File: config.mk
export PLATFORM = sky130hd
export DESIGN_NAME = dma_xfer_channel
export DESIGN_NICKNAME = d
export VERILOG_FILES = /design/src/rtl/dma_ch_pkg.sv /design/src/rtl/dma_reg_pair.sv /design/src/rtl/dma_hi_track.sv /design/src/rtl/dma_seq.sv /design/src/rtl/dma_xfer_channel.sv
export SDC_FILE = /design/constraint.sdc
export NUM_CORES = 1
export LEC_CHECK = 0
export BUFFER_PORTS_ARGS = -buffer_cell sky130_fd_sc_hd__buf_4
export CORE_AREA = 2 2 166 119
export DETAILED_ROUTE_END_ITERATION = 12
export DIE_AREA = 0 0 168 121
export HOLD_SLACK_MARGIN = 0.15
export PLACE_DENSITY = 0.6
export SYNTH_ARGS = -nofsm -noshare
export SYNTH_HDL_FRONTEND = slang
export SYNTH_HIERARCHICAL = 1
export SYNTH_SLANG_ARGS = --single-unit
File: constraint.sdc
create_clock -name clk -period 5.1 [get_ports clk]
set_clock_uncertainty 0.2 [all_clocks]
set_input_delay 0 -clock clk [delete_from_list [all_inputs] [get_ports clk]]
set_output_delay 0 -clock clk [all_outputs]
set_load 0.02 [all_outputs]
File: src/rtl/dma_ch_pkg.sv
package dma_ch_pkg;

   typedef enum logic [1:0] {
      XF_READ  = 2'd0,
      XF_WRITE = 2'd1,
      XF_M2M   = 2'd2,
      XF_RSVD  = 2'd3
   } xfer_e;

   typedef enum logic [1:0] {
      ST_IDLE = 2'd0,
      ST_HOLD = 2'd1,
      ST_ADR  = 2'd2,
      ST_DAT  = 2'd3
   } seq_e;

   localparam logic [1:0] SEL_SRC = 2'd0;
   localparam logic [1:0] SEL_DST = 2'd1;
   localparam logic [1:0] SEL_CNT = 2'd2;

endpackage

File: src/rtl/dma_reg_pair.sv
// Base/working register pair: a write sets both, reload copies base into
// working, step moves the working copy by one in the chosen direction.
module dma_reg_pair #(
   parameter int W          = 16,
   parameter bit COUNT_DOWN = 1'b0
) (
   input  logic         clk,
   input  logic         rst_n,
   input  logic         wr_en,
   input  logic [W-1:0] wr_val,
   input  logic         step,
   input  logic         reload,
   output logic [W-1:0] cur_q
);

   logic [W-1:0] base_q;
   logic [W-1:0] stepped;

   generate
      if (COUNT_DOWN) begin : g_down
         assign stepped = cur_q - W'(1);
      end else begin : g_up
         assign stepped = cur_q + W'(1);
      end
   endgenerate

   always_ff @(posedge clk or negedge rst_n) begin
      if (!rst_n) begin
         base_q <= '0;
         cur_q  <= '0;
      end else if (wr_en) begin
         base_q <= wr_val;
         cur_q  <= wr_val;
      end else if (reload) begin
         cur_q  <= base_q;
      end else if (step) begin
         cur_q  <= stepped;
      end
   end

endmodule

File: src/rtl/dma_hi_track.sv
// Remembers the high address byte last handed to the external latch and
// says whether the upcoming access needs a fresh address cycle.
module dma_hi_track #(
   parameter int HW        = 8,
   parameter bit ON_CHANGE = 1'b1
) (
   input  logic          clk,
   input  logic          rst_n,
   input  logic          clear,
   input  logic          take,
   input  logic [HW-1:0] cap_hi,
   input  logic [HW-1:0] cmp_hi,
   output logic          need
);

   generate
      if (ON_CHANGE) begin : g_change
         logic [HW-1:0] last_q;
         logic          valid_q;

         always_ff @(posedge clk or negedge rst_n) begin
            if (!rst_n) begin
               last_q  <= '0;
               valid_q <= 1'b0;
            end else if (clear) begin
               valid_q <= 1'b0;
            end else if (take) begin
               last_q  <= cap_hi;
               valid_q <= 1'b1;
            end
         end

         assign need = !valid_q || (cmp_hi != last_q);
      end else begin : g_always
         logic unused_in;
         assign unused_in = ^{clk, rst_n, clear, take, cap_hi, cmp_hi};
         assign need      = 1'b1 | unused_in;
      end
   endgenerate

endmodule

File: src/rtl/dma_seq.sv
// Service sequencer: idle, bus hold, optional address cycle, data cycles.
module dma_seq
   import dma_ch_pkg::*;
(
   input  logic  clk,
   input  logic  rst_n,
   input  logic  armed,
   input  logic  dev_req,
   input  logic  hold_grant,
   input  xfer_e xfer,
   input  logic  cfg_block,
   input  logic  cfg_autoinit,
   input  logic  need_stb,
   input  logic  cnt_zero,
   output seq_e  st_q,
   output logic  dst_q,
   output logic  step_src,
   output logic  step_dst,
   output logic  step_cnt,
   output logic  reload,
   output logic  set_done,
   output logic  trk_clear,
   output logic  tc,
   output logic  bus_req,
   output logic  dev_ack,
   output logic  mem_rd,
   output logic  mem_wr,
   output logic  io_rd,
   output logic  io_wr
);

   seq_e st_d;
   logic dst_d;
   logic is_m2m, is_wr, is_rd;
   logic in_dat, byte_done;

   assign is_m2m    = (xfer == XF_M2M);
   assign is_wr     = (xfer == XF_WRITE);
   assign is_rd     = !is_m2m && !is_wr;
   assign in_dat    = (st_q == ST_DAT);
   assign byte_done = !is_m2m || dst_q;

   always_comb begin
      st_d      = st_q;
      dst_d     = dst_q;
      step_src  = 1'b0;
      step_dst  = 1'b0;
      step_cnt  = 1'b0;
      reload    = 1'b0;
      set_done  = 1'b0;
      trk_clear = 1'b0;
      tc        = 1'b0;
      case (st_q)
         ST_IDLE: begin
            if (armed && dev_req) begin
               st_d      = ST_HOLD;
               dst_d     = 1'b0;
               trk_clear = 1'b1;
            end
         end
         ST_HOLD: begin
            if (hold_grant) st_d = ST_ADR;
         end
         ST_ADR: begin
            st_d = ST_DAT;
         end
         ST_DAT: begin
            step_src = !is_m2m || !dst_q;
            step_dst = is_m2m && dst_q;
            step_cnt = byte_done;
            if (byte_done && cnt_zero) begin
               tc       = 1'b1;
               st_d     = ST_IDLE;
               dst_d    = 1'b0;
               reload   = cfg_autoinit;
               set_done = !cfg_autoinit;
            end else if (byte_done && !cfg_block) begin
               st_d  = ST_IDLE;
               dst_d = 1'b0;
            end else begin
               st_d  = need_stb ? ST_ADR : ST_DAT;
               dst_d = is_m2m && !dst_q;
            end
         end
         default: st_d = ST_IDLE;
      endcase
   end

   always_ff @(posedge clk or negedge rst_n) begin
      if (!rst_n) begin
         st_q  <= ST_IDLE;
         dst_q <= 1'b0;
      end else begin
         st_q  <= st_d;
         dst_q <= dst_d;
      end
   end

   assign bus_req = (st_q != ST_IDLE);
   assign dev_ack = in_dat && !is_m2m;
   assign mem_rd  = in_dat && (is_rd || (is_m2m && !dst_q));
   assign mem_wr  = in_dat && (is_wr || (is_m2m && dst_q));
   assign io_rd   = in_dat && is_wr;
   assign io_wr   = in_dat && is_rd;

endmodule

File: src/rtl/dma_xfer_channel.sv
module dma_xfer_channel
   import dma_ch_pkg::*;
#(
   parameter int ADDR_W        = 16,
   parameter int DATA_W        = 8,
   parameter int CNT_W         = 16,
   parameter bit STB_ON_CHANGE = 1'b1
) (
   input  logic              clk,
   input  logic              rst_n,
   input  logic              prog_we,
   input  logic [1:0]        prog_sel,
   input  logic [ADDR_W-1:0] prog_wdata,
   input  logic [1:0]        cfg_type,
   input  logic              cfg_block,
   input  logic              cfg_autoinit,
   input  logic              dev_req,
   output logic              dev_ack,
   output logic              bus_req,
   input  logic              hold_grant,
   output logic [DATA_W-1:0] addr_lo,
   input  logic [DATA_W-1:0] data_in,
   output logic [DATA_W-1:0] data_out,
   output logic              data_oe,
   output logic              addr_stb,
   output logic              mem_rd,
   output logic              mem_wr,
   output logic              io_rd,
   output logic              io_wr,
   output logic              tc
);

   localparam int HW = ADDR_W - DATA_W;

   generate
      if (ADDR_W != 2 * DATA_W) begin : g_bad_split
         $error("dma_xfer_channel: ADDR_W must be twice DATA_W");
      end
      if (CNT_W < 1 || CNT_W > ADDR_W) begin : g_bad_cnt
         $error("dma_xfer_channel: CNT_W must lie in 1..ADDR_W");
      end
   endgenerate

   xfer_e             xfer;
   seq_e              st;
   logic              dst_phase, is_m2m;
   logic              step_src, step_dst, step_cnt, reload, set_done, trk_clear;
   logic              need_stb, done_q, cnt_zero;
   logic [ADDR_W-1:0] src_cur, dst_cur, cur_addr, next_addr;
   logic [CNT_W-1:0]  cnt_cur;
   logic [DATA_W-1:0] temp_q;
   logic              wr_src, wr_dst, wr_cnt;

   assign xfer   = xfer_e'(cfg_type);
   assign is_m2m = (xfer == XF_M2M);
   assign wr_src = prog_we && (prog_sel == SEL_SRC);
   assign wr_dst = prog_we && (prog_sel == SEL_DST);
   assign wr_cnt = prog_we && (prog_sel == SEL_CNT);

   dma_reg_pair #(.W(ADDR_W), .COUNT_DOWN(1'b0)) u_src (
      .clk(clk), .rst_n(rst_n), .wr_en(wr_src), .wr_val(prog_wdata),
      .step(step_src), .reload(reload), .cur_q(src_cur)
   );

   dma_reg_pair #(.W(ADDR_W), .COUNT_DOWN(1'b0)) u_dst (
      .clk(clk), .rst_n(rst_n), .wr_en(wr_dst), .wr_val(prog_wdata),
      .step(step_dst), .reload(reload), .cur_q(dst_cur)
   );

   dma_reg_pair #(.W(CNT_W), .COUNT_DOWN(1'b1)) u_cnt (
      .clk(clk), .rst_n(rst_n), .wr_en(wr_cnt), .wr_val(prog_wdata[CNT_W-1:0]),
      .step(step_cnt), .reload(reload), .cur_q(cnt_cur)
   );

   assign cnt_zero = (cnt_cur == '0);
   assign cur_addr = dst_phase ? dst_cur : src_cur;

   // Address used by the access after the current data cycle.
   always_comb begin
      if (is_m2m) next_addr = dst_phase ? src_cur : dst_cur;
      else        next_addr = src_cur + ADDR_W'(1);
   end

   dma_hi_track #(.HW(HW), .ON_CHANGE(STB_ON_CHANGE)) u_hi (
      .clk(clk), .rst_n(rst_n), .clear(trk_clear), .take(st == ST_ADR),
      .cap_hi(cur_addr[ADDR_W-1:DATA_W]), .cmp_hi(next_addr[ADDR_W-1:DATA_W]),
      .need(need_stb)
   );

   dma_seq u_seq (
      .clk(clk), .rst_n(rst_n), .armed(!done_q), .dev_req(dev_req),
      .hold_grant(hold_grant), .xfer(xfer), .cfg_block(cfg_block),
      .cfg_autoinit(cfg_autoinit), .need_stb(need_stb), .cnt_zero(cnt_zero),
      .st_q(st), .dst_q(dst_phase), .step_src(step_src), .step_dst(step_dst),
      .step_cnt(step_cnt), .reload(reload), .set_done(set_done),
      .trk_clear(trk_clear), .tc(tc), .bus_req(bus_req), .dev_ack(dev_ack),
      .mem_rd(mem_rd), .mem_wr(mem_wr), .io_rd(io_rd), .io_wr(io_wr)
   );

   always_ff @(posedge clk or negedge rst_n) begin
      if (!rst_n)        done_q <= 1'b1;
      else if (wr_cnt)   done_q <= 1'b0;
      else if (set_done) done_q <= 1'b1;
   end

   always_ff @(posedge clk or negedge rst_n) begin
      if (!rst_n) temp_q <= '0;
      else if (st == ST_DAT && is_m2m && !dst_phase) temp_q <= data_in;
   end

   assign addr_lo  = cur_addr[DATA_W-1:0];
   assign addr_stb = (st == ST_ADR);

   always_comb begin
      data_out = '0;
      data_oe  = 1'b0;
      if (st == ST_ADR) begin
         data_out = cur_addr[ADDR_W-1:DATA_W];
         data_oe  = 1'b1;
      end else if (st == ST_DAT && is_m2m && dst_phase) begin
         data_out = temp_q;
         data_oe  = 1'b1;
      end
   end

endmodule

==> results of run 1 <==
==> where the power goes <==
group | internal, mW | leakage (nW) | switching [mW]
sequential | 1.19 | 1.44 | 0.401
combinational | 0.751 | 2.01 | 0.837
clock | 0.886 | 0.313 | 0.428
==> registers in the layout (all words and copies together) (netlist names) <==
signal,count
u_dst/cur_q,16
u_dst/base_q,16
u_seq/dst_q,1
u_src/cur_q,16
u_hi/g_change.last_q,8
done_q,1
temp_q,8
u_hi/g_change.valid_q,1
u_cnt/cur_q,16
u_seq/st_q,2
u_cnt/base_q,16
u_src/base_q,16
==> worst paths after layout <==
kind | endpoint | cells past startpoint | start
max | u_seq/st_q[0]$_DFFE_PN0P_ | 10 | u_src/cur_q[2]$_DFFE_PN0P_
min | temp_q[4]$_DFFE_PN0P_ | 3 | data_in[4]
max reg2reg | u_seq/st_q[0]$_DFFE_PN0P_ | 10 | u_src/cur_q[2]$_DFFE_PN0P_
min reg2reg | temp_q[4]$_DFFE_PN0P_ | 1 | temp_q[4]$_DFFE_PN0P_
max in group asynchronous | u_src/cur_q[12]$_DFFE_PN0P_ | 4 | rst_n
min in group asynchronous | u_cnt/base_q[8]$_DFFE_PN0P_ | 4 | rst_n
==> layout by cell type (no fill, tap or decap), types with 17 or more instances in the layout <==
master	netlist	final
nand3_1	17	17
o21ai_0	49	49
mux2_2	42	42
dlygate4sd3_1	0	40
a21oi_1	52	52
nor2_1	37	37
nor3_1	27	27
buf_4	14	68
mux2i_1	18	18
inv_1	39	39
nand4_1	25	25
nand2_1	65	65
dfrtp_1	116	116
clkbuf_16	0	17
==> timing repair <==
item,in CTS,in global routing
hold buffers,41,0
buffers inserted,0,0
hold endpoints to repair,169,0
==> critical path, delay by kind of cell (launching register included) <==
family / cells / cell delay (ns)
xor+xnor: 1 / 0.14
flops: 1 / 0.62
compound gates: 3 / 0.63
simple gates: 5 / 1.23
buf+inv: 1 / 0.55
==> cell usage after synthesis (all sizes together), types with 4 or more instances <==
cell | instances | area [µm²]
a22o | 4 | 35.03
a221o | 5 | 50.05
ha | 5 | 62.56
o21ai | 53 | 265.3
or3 | 6 | 37.54
mux2 | 58 | 683.2
buf | 45 | 304.1
nor4 | 15 | 142.6
and4 | 7 | 61.31
a41oi | 4 | 35.03
o31ai | 4 | 30.03
inv | 39 | 146.4
nand3 | 17 | 85.08
a31oi | 9 | 56.30
a2bb2oi | 16 | 140.1
mux2i | 18 | 180.2
xor2 | 13 | 113.9
nor2 | 38 | 145.1
nor2b | 15 | 108.9
xnor2 | 9 | 78.83
a22oi | 15 | 112.6
nor3b | 5 | 52.55
nand2 | 68 | 277.8
nand2b | 10 | 62.56
a21oi | 53 | 269.0
and3 | 12 | 75.07
o22ai | 4 | 25.02
dfrtp | 116 | 2903
o21a | 4 | 30.03
clkbuf | 6 | 22.52
nor3 | 30 | 165.2
nand4 | 29 | 224.0
==> final cells by class <==
type	instances	area (µm²)
Sequential cell	117	2929
Tap cell	242	302.8
Clock inverter	10	177.7
Fill cell	1755	9737
Timing Repair Buffer	109	938.4
Clock buffer	21	460.4
Multi-Input combinational cell	567	3964
Inverter	39	146.4
==> layer usage <==
layer	vias up	global-route usage (%)	share of wire [%]
met2	301	31.17	42
met3	28	6.360	9.4
li1	3009	-	-
met1	3180	32.86	48
met4	0	5.815	1.5
met5	-	0	0
==> cell families (layout without fill, tap and decap cells) <==
group	Yosys count	count (layout)	synth area share [%]
DFF	117	117	39.81
muxes	76	76	11.73
xor gates and xnor gates	22	22	2.619
and+or+nand+nor	267	267	21.16
adders and majority gates	5	5	0.8503
buffers and inverters	90	179	6.429
AOI/OAI and AO/OA	197	197	17.40
==> stage by stage <==
step                hold WS, ns  util, %  std cells  area [µm²]  worst slack, ns
floorplan               -0.4956        -        774        7357            2.720
global placement       -0.05183    42.09       1033        7853            2.288
detailed placement     -0.04619    42.09       1033        7853            2.294
CTS                      0.1592    47.81       1105        8919            1.721
global route             0.1872    47.81       1105        8919            1.350
finish                   0.1634    47.81       1105        8919            1.669
==> flow_summary.toml, run 1 <==
[outcome]
status = "finished, final reports clean"

[synth]
ys.flop_type = "dfrtp_1"
synth.cell_area_um2 = 7357
synth_cell_types = 73
synth_fp_nets = 814
synth_cells = 774
synthArstFlopShare_pct = 100.0
synth_seq_cells = 117
synth-seq-area-share_pct = 39.81
syn_avg_cell_area_um2 = 9.505
synth_edf_count = 0
synth_warnings = 6

[drt]
drt_wl_total_um = 21500
drtPass1Iterations = 6
drc = 0
via_count = 6518
antenna_left = 0
vias_per_cell = 5.899
wire_per_inst_um = 19.46
drtIter0Drc = 703

[worst_setup_path]
end_kind = "flip-flop"
cp_max_fo = 9
critPathRequiredTime_ns = 5.25
cp_common_cell = "nand4_1"
cp_slowest_cell = "dfrtp_1"
ff2ff_setup_slack_ns = 1.67
crit_type = "flip-flop to flip-flop"
path_cells = "nand4_1 > nor3_1 > nand3_1 > a31o_2 > xor2_1 > nor4_1 > nand4_1 > a21oi_1 > o22a_1 > dlygate4sd3_1"
critPathMaxStageDelay_ns = 0.62
startpoint_type = "flip-flop"
crit_arrival_ns = 3.58

[clocking]
clock_latency_ns = 0.42
numCtsBuffers = 17
cts_tree = "done"
clkTransAtPathRegs_ns = 0.06
clk_path_buf_depth = 2
htree_levels = 4
clkSinkCount = 117
postCtsResizedCells = 0
root_buffer = "clkbuf_16"

[floorplanning]
die_y_um = 121
die_w_um = 168
ios = 60
die_area_um2 = 20330
start_util_pct = 39.44
num_rows = 42
coreArea_um2 = 18660

[placement]
gp_congestion = 0.8784
port_buffers = 59
dp_hpwl_um = 14570

[grt]
grt_pass1_vias = 6078
grt_pass1_wl_um = 34620
antenna_found_initial = 0
overflow = 0
grt_start_max_net_pins = 61
track_usage_pct = 22.10

[timing]
fmaxAchievable_mhz = 291.5
layout_min_cycle_time_ns = 3.431
relSlewSlack_pct = 24.68
finalSetupViolCount = 0
final-hold-violation-count = 0
drv_slew = 0
period_share_pct = 67.27
worst_pin_slew_ns = 1.128
tns_ns = 0
rsz0062_at_grt = "false"

[finish]
final_layout_size_suffix_gt1_share_pct = 21.44
area_growth_pct = 21.22
nets = 891
antennaDiodeCount = 0

[power]
leakagePower_nw = 3.762
power_mw = 4.493
p_per_area_nw_per_um2 = 503.8
vdd.ir_drop.worst_mv = 0.2652

[worst_hold_path]
hp-class = "primary input to flip-flop"

[run]
cap_violations = 0
(Power assumes the default switching activity.)
==> inputs of run 2 (changes only) <==
--- a/config.mk
+++ b/config.mk
@@ -5,10 +5,11 @@
 export SDC_FILE = /design/constraint.sdc
 export NUM_CORES = 1
 export LEC_CHECK = 0
+export ABC_AREA = 1
 export BUFFER_PORTS_ARGS = -buffer_cell sky130_fd_sc_hd__buf_4
-export CORE_AREA = 2 2 166 119
+export CORE_AREA = 2 2 170 122
 export DETAILED_ROUTE_END_ITERATION = 12
-export DIE_AREA = 0 0 168 121
+export DIE_AREA = 0 0 172 124
 export HOLD_SLACK_MARGIN = 0.15
 export PLACE_DENSITY = 0.6
 export SYNTH_ARGS = -nofsm -noshare
==> constraint.sdc (replaced) <==
create_clock -name clk -period 3.4 [get_ports clk]
set_clock_uncertainty 0.2 [all_clocks]
set_input_delay 0 -clock clk [delete_from_list [all_inputs] [get_ports clk]]
set_output_delay 0 -clock clk [all_outputs]
set_load 0.02 [all_outputs]
==> run 2 against run 1 <==
Effect of this change: worst hold slack improved by 0.025 ns; design area is 6.1% higher; sequential power rose by 57%; first-iteration DRC count up 6.1%; area after synthesis grew 5.2%; die area increased by 4.9%; utilization is 0.51 points higher; cell count grew 36%; via count is 16% higher; wire length up 7.8%; flip-flop and latch count did not move; non-clock buffer count up 14; largest cell class unchanged; largest power group is now combinational cells.
==> flow_summary.toml, run 2 <==
[finish]
final_cell_mix = "305 x nand2_1, 130 x inv_1, 119 x a21oi_1"
antennaDiodeCount = 0
nets = 1256
mostFrequentLayoutCell = "nand2_1"
final_layout_size_suffix_gt1_share_pct = 14.32
area_growth_pct = 22.22
fillers = 1989

[floorplanning]
ios = 60
die_w_um = 172
num_rows = 43
die_y_um = 124
start_util_pct = 39.53
coreArea_um2 = 19580
die_area_um2 = 21330

[clocking]
clk_path_buf_depth = 2
numCtsBuffers = 17
htree_levels = 4
clkSinkCount = 117
cts_tree = "done"
cts_setup_buffers = 0
clkTransAtPathRegs_ns = 0.06
clock_latency_ns = 0.42
root_buffer = "clkbuf_16"

[worst_setup_path]
path_buf_inv = 3
end_kind = "flip-flop"
crit_type = "flip-flop to flip-flop"
path_cells = "nand2_1 > inv_1 > nand2_1 > nor2_1 > nand3_1 > nand3_1 > nand2_1 > inv_1 > nand2_1 > nand2_1 > nand2_1 > nor2_1 > nand3_1 > nor2_1 > nand2_1 > nand2_1 > nand2_1 > nand2_1 > dlygate4sd3_1"
critPathRequiredTime_ns = 3.56
ff2ff_setup_slack_ns = 0.35
crit_arrival_ns = 3.21
cp_max_fo = 9
r2r-end = "u_seq/st_q[0]$_DFFE_PN0P_"
critPathMaxStageDelay_ns = 0.54
reg2regPathDepth = 19
startpoint_type = "flip-flop"
cp_slowest_cell = "dfrtp_1"
cp_common_cell = "nand2_1"
r2r_start = "u_src/cur_q[9]$_DFFE_PN0P_"
path_delay_family = "simple AND/OR/NAND/NOR gates"

[power]
vdd.ir_drop.worst_mv = 0.3878
power_switching_mw = 3.699
pwr-share-seq_pct = 30.8
clkPwrFrac_pct = 23.1
power_frac_comb_pct = 46.0
sw_frac_of_total_pct = 45.80
p_per_area_nw_per_um2 = 853.6
leakagePower_nw = 4.694
p_int_mw = 4.378
power_mw = 8.077

[synth]
synth_cells = 1125
synth_edf_count = 0
yosysMostFrequentCell = "nand2_1"
syn_avg_cell_area_um2 = 6.881
synth_seq_cells = 117
synth-seq-area-share_pct = 37.84
synthTopCellsByArea = "dfrtp_1 37%, nand2_1 15%, a21oi_1 7.7%"
synthArstFlopShare_pct = 100.0
synth_common_cells = "305 x nand2_1, 130 x inv_1, 119 x a21oi_1"
synth_fp_nets = 1165
yosys.area.top_type_share_pct = 37.50
ys.flop_type = "dfrtp_1"
synth_warnings = 6
synth_cell_types = 43
synth.cell_area_um2 = 7741
yosysTopAreaCell = "dfrtp_1"

[grt]
antenna_found_initial = 0
track_usage_pct = 22.75
grt_start_max_net_pins = 55
grt_pass1_wl_um = 37230
grt_pass1_vias = 6859
overflow = 0

[worst_hold_path]
hp-class = "primary input to flip-flop"
worstHoldEndpoint = "u_dst/base_q[4]$_DFFE_PN0P_"
hold_depth = 4
hold_start = "prog_wdata[4]"

[outcome]
status = "finished, final reports clean"

[drt]
drtPass1Iterations = 5
drc = 0
via_count = 7578
antenna_left = 0
drt_wl_total_um = 23180
drtIter0Drc = 746
vias_per_cell = 5.055
wire_per_inst_um = 15.46

[timing]
holdWs_ns = 0.1879
relSlewSlack_pct = 44.83
rsz0062_at_grt = "false"
final-hold-violation-count = 0
fmaxAchievable_mhz = 327.6
period_share_pct = 89.79
finalSetupViolCount = 0
drv_slew = 0
worst_pin_slew_ns = 0.8276
tns_ns = 0
layout_min_cycle_time_ns = 3.053

[placement]
dp_hpwl_um = 16500
port_buffers = 59
gp_congestion = 0.8966

[run]
cap_violations = 0
run 2: cell count changes in the layout (fill, tap and decap cells not counted), moves of 27 or more:
cell,previous run,this run
nand2_1,65,305
inv_1,39,130
nor2_1,37,111
a21oi_1,52,119
nand3_1,17,71
mux2_2,42,0
nor3_1,27,0
run 2: stage by stage:
stage | worst slack, ns | instance area, µm² | instances | utilization [%]
final | 0.3471 | 9462 | 1499 | 48.31
after CTS | 0.2761 | 9457 | 1499 | 48.29
after global placement | 0.4543 | 8269 | 1411 | 42.22
after floorplan | 0.8993 | 7741 | 1125 | -
after detailed placement | 0.4319 | 8269 | 1411 | 42.22
after global routing | 0.004334 | 9462 | 1499 | 48.31
run 2: layout make-up:
class                   count  area, µm²  area share, %
clock buffers              20      456.7          4.827
clock inverters            12      152.6          1.613
inverters                 145      546.8          5.779
multi-input cells         812       3928          41.51
flip-flops and latches    117       2930          30.97
well taps                 270      337.8          3.570
repair buffers            123       1110          11.73
run 2: tightest hold or removal path, stage by stage:
cell           delay (ns)
dlygate4sd3_1        0.52
buf_4                0.12
nand2_1              0.07
nand2_1              0.07
run 2: kinds of logic after synthesis:
family,share of synthesized area [%]
and+or+nand+nor,31.47
AOI/OAI and AO/OA,17.12
buffers and inverters,11.64
DFF,37.84
xor gates and xnor gates,1.131
adders and majority gates,0.8081
run 2: worst max-delay path by stage:
stage | start | endpoint | slack, ns | cells past startpoint
after floorplan | u_cnt/cur_q[5]$_DFFE_PN0P_ | u_cnt/cur_q[14]$_DFFE_PN0P_ | 0.90 | 12
after global placement | u_cnt/cur_q[13]$_DFFE_PN0P_ | u_src/cur_q[0]$_DFFE_PN0P_ | 0.45 | 11
after detailed placement | u_cnt/cur_q[13]$_DFFE_PN0P_ | u_src/cur_q[0]$_DFFE_PN0P_ | 0.43 | 11
after CTS | u_seq/dst_q$_DFFE_PN0P_ | u_seq/st_q[0]$_DFFE_PN0P_ | 0.28 | 16
after global routing | u_src/cur_q[9]$_DFFE_PN0P_ | u_seq/st_q[0]$_DFFE_PN0P_ | 0.004 | 19
final | u_src/cur_q[9]$_DFFE_PN0P_ | u_seq/st_q[0]$_DFFE_PN0P_ | 0.35 | 19
run 2: power by group through the flow:
stage	Combinational [mW]	Clock, mW	Sequential (mW)
3_3_place_gp	3.54	0	2.50
5_1_grt	4.17	1.98	2.57
4_1_cts	3.67	1.90	2.48
2_1_floorplan	2.87	0	2.32
6_report	3.72	1.87	2.49
3_5_place_dp	3.58	0	2.50
run 2: repair_timing:
action	4_1_cts	5_1_grt
hold buffers	56	0
endpoints found under the setup margin	0	1
hold endpoints to repair	226	0
resized for setup	0	2
run 2: per-layer routing:
layer  vias up  global-route usage, %  wire [µm]
li1       3781                      -          -
met3        18                  5.148       1632
met1      3552                  35.55      11850
met5         -                      0          0
met4         0                  4.884        159
met2       227                  31.53       9534
==> inputs of run 3 (changes only) <==
--- a/config.mk
+++ b/config.mk
@@ -7,11 +7,12 @@
 export LEC_CHECK = 0
 export ABC_AREA = 1
 export BUFFER_PORTS_ARGS = -buffer_cell sky130_fd_sc_hd__buf_4
-export CORE_AREA = 2 2 170 122
+export CORE_AREA = 2 2 160 115
 export DETAILED_ROUTE_END_ITERATION = 12
-export DIE_AREA = 0 0 172 124
+export DIE_AREA = 0 0 162 117
 export HOLD_SLACK_MARGIN = 0.15
-export PLACE_DENSITY = 0.6
+export PLACE_DENSITY = 0.66
+export SLEW_MARGIN = 10
 export SYNTH_ARGS = -nofsm -noshare
 export SYNTH_HDL_FRONTEND = slang
 export SYNTH_HIERARCHICAL = 1
==> run 3 against run 2 <==
Effect of this change: combinational power about the same; total power up 2.0%; non-clock buffer count up 4; design area about the same; critical path type unchanged; largest power group unchanged.
==> flow_summary.toml, run 3 (synthesis results as in run 2) <==
[outcome]
status = "finished, final reports clean"

[worst_setup_path]
cp_common_cell = "nand2_1"
critPathRequiredTime_ns = 3.57
cp_max_fo = 31
path_cells = "buf_4 > inv_2 > o21ai_1 > a21oi_1 > a21oi_2 > inv_1 > nand2_1 > nand3_1 > nor2_1 > nand3_1 > nor2_1 > nand2_1 > nand2_1 > nand2_1 > nand2_1 > dlygate4sd3_1"
startpoint_type = "flip-flop"
crit_type = "flip-flop to flip-flop"
ff2ff_setup_slack_ns = 0.35
cp_slowest_cell = "dlygate4sd3_1"
end_kind = "flip-flop"
path_delay_family = "buffers and inverters"
path_buf_inv = 4
critPathMaxStageDelay_ns = 0.54
crit_arrival_ns = 3.22

[clocking]
clkSinkCount = 117
numCtsBuffers = 17
clkTransAtPathRegs_ns = 0.06
root_buffer = "clkbuf_16"
postCtsHoldBufs = 56
clk_path_buf_depth = 2
cts_setup_buffers = 0
htree_levels = 4
cts_tree = "done"
clock_latency_ns = 0.43
postCtsResizedCells = 0

[grt]
antenna_found_initial = 0
overflow = 0
track_usage_pct = 25.25
grt_pass1_wl_um = 36890
grt_pass1_vias = 6849
grt_start_max_net_pins = 87

[power]
power_mw = 8.235
p_per_area_nw_per_um2 = 869.9
leakagePower_nw = 4.737
vdd.ir_drop.worst_mv = 0.4000

[drt]
antenna_left = 0
drtIter0Drc = 851
vias_per_cell = 5.212
drc = 0
drtPass1Iterations = 5
wire_per_inst_um = 15.87
via_count = 7656
drt_wl_total_um = 23310

[run]
cap_violations = 0

[floorplanning]
ios = 60
num_rows = 41
coreArea_um2 = 17540
die_w_um = 162
die_area_um2 = 18950
start_util_pct = 44.12
die_y_um = 117

[placement]
dp_hpwl_um = 16090
port_buffers = 59
gp_congestion = 0.9214

[finish]
fillers = 1689
final_cell_mix = "305 x nand2_1, 130 x inv_1, 119 x a21oi_1"
nets = 1260
mostFrequentLayoutCell = "nand2_1"
area_growth_pct = 22.29
final_layout_size_suffix_gt1_share_pct = 14.60
antennaDiodeCount = 0

[timing]
layout_min_cycle_time_ns = 3.051
finalSetupViolCount = 0
fmaxAchievable_mhz = 327.7
relSlewSlack_pct = 50.54
tns_ns = 0
final-hold-violation-count = 0
drv_slew = 0
period_share_pct = 89.74
rsz0062_at_grt = "false"
worst_pin_slew_ns = 0.7410

[worst_hold_path]
hp-class = "primary input to flip-flop"
-- run 3: changes by cell type in the layout (fill, tap and decap cells not counted) --
cell and delta:
dfrtp_2 -1, buf_16 -1, buf_4 +6, buf_6 -1
dfrtp_1 +1, bufinv_16 +1, clkinvlp_4 -2, clkbuf_8 +2
clkinv_4 +1, clkinv_2 -1, clkbuf_1 -1
-- run 3: worst register-to-register path: cells and delay by family, from the launching register on --
| kind | cells | cell delay (ns) |
|---|---|---|
| buffers and inverters | 4 | 1.15 |
| AO/OA/AOI/OAI | 3 | 0.43 |
| AND/OR/NAND/NOR | 9 | 0.79 |
| flip-flops | 1 | 0.43 |
-- run 3: final timing paths --
path                                        startpoint                           end  depth (start not counted)
max                            u_seq/dst_q$_DFFE_PN0P_     u_seq/st_q[0]$_DFFE_PN0P_                         16
min                                      prog_wdata[1]   u_cnt/base_q[1]$_DFFE_PN0P_                          4
max reg2reg                    u_seq/dst_q$_DFFE_PN0P_     u_seq/st_q[0]$_DFFE_PN0P_                         16
min reg2reg                u_cnt/base_q[1]$_DFFE_PN0P_   u_cnt/base_q[1]$_DFFE_PN0P_                          2
max in group asynchronous                        rst_n            done_q$_DFFE_PN1P_                          4
min in group asynchronous                        rst_n  u_src/base_q[12]$_DFFE_PN0P_                          4
-- run 3: where the power goes --
part	leakage [nW]	internal [mW]	total (mW)	switching, mW
clock	0.316	1.31	1.99	0.689
sequential	1.35	1.87	2.53	0.656
combinational	3.07	1.33	3.71	2.39
-- run 3: final cells by class --
type | count | area (µm²) | area share [%]
Clock inverter | 11 | 171.4 | 1.811
Inverter | 145 | 546.8 | 5.776
Tap cell | 236 | 295.3 | 3.119
Timing Repair Buffer | 127 | 1116 | 11.79
Clock buffer | 21 | 480.5 | 5.075
Sequential cell | 117 | 2929 | 30.94
Multi-Input combinational cell | 812 | 3928 | 41.49
-- run 3: stage by stage --
step | util [%] | setup WS (ns) | hold slack [ns] | instances | cell area [µm²]
floorplan | - | 0.8993 | -0.4956 | 1125 | 7741
global placement | 46.99 | 0.6276 | -0.2054 | 1381 | 8244
detailed placement | 46.99 | 0.5822 | -0.2049 | 1381 | 8244
CTS | 53.96 | 0.3870 | 0.1616 | 1469 | 9467
global route | 53.96 | 0.1558 | 0.2021 | 1469 | 9467
finish | 53.96 | 0.3488 | 0.1695 | 1469 | 9467
-- run 3: metal layers --
layer	wire, µm	GRT usage, %	share of wire, %
met3	1792	5.039	7.7
met1	11540	38.90	50
met5	0	0	0
met4	352	7.729	1.5
met2	9625	35.40	41
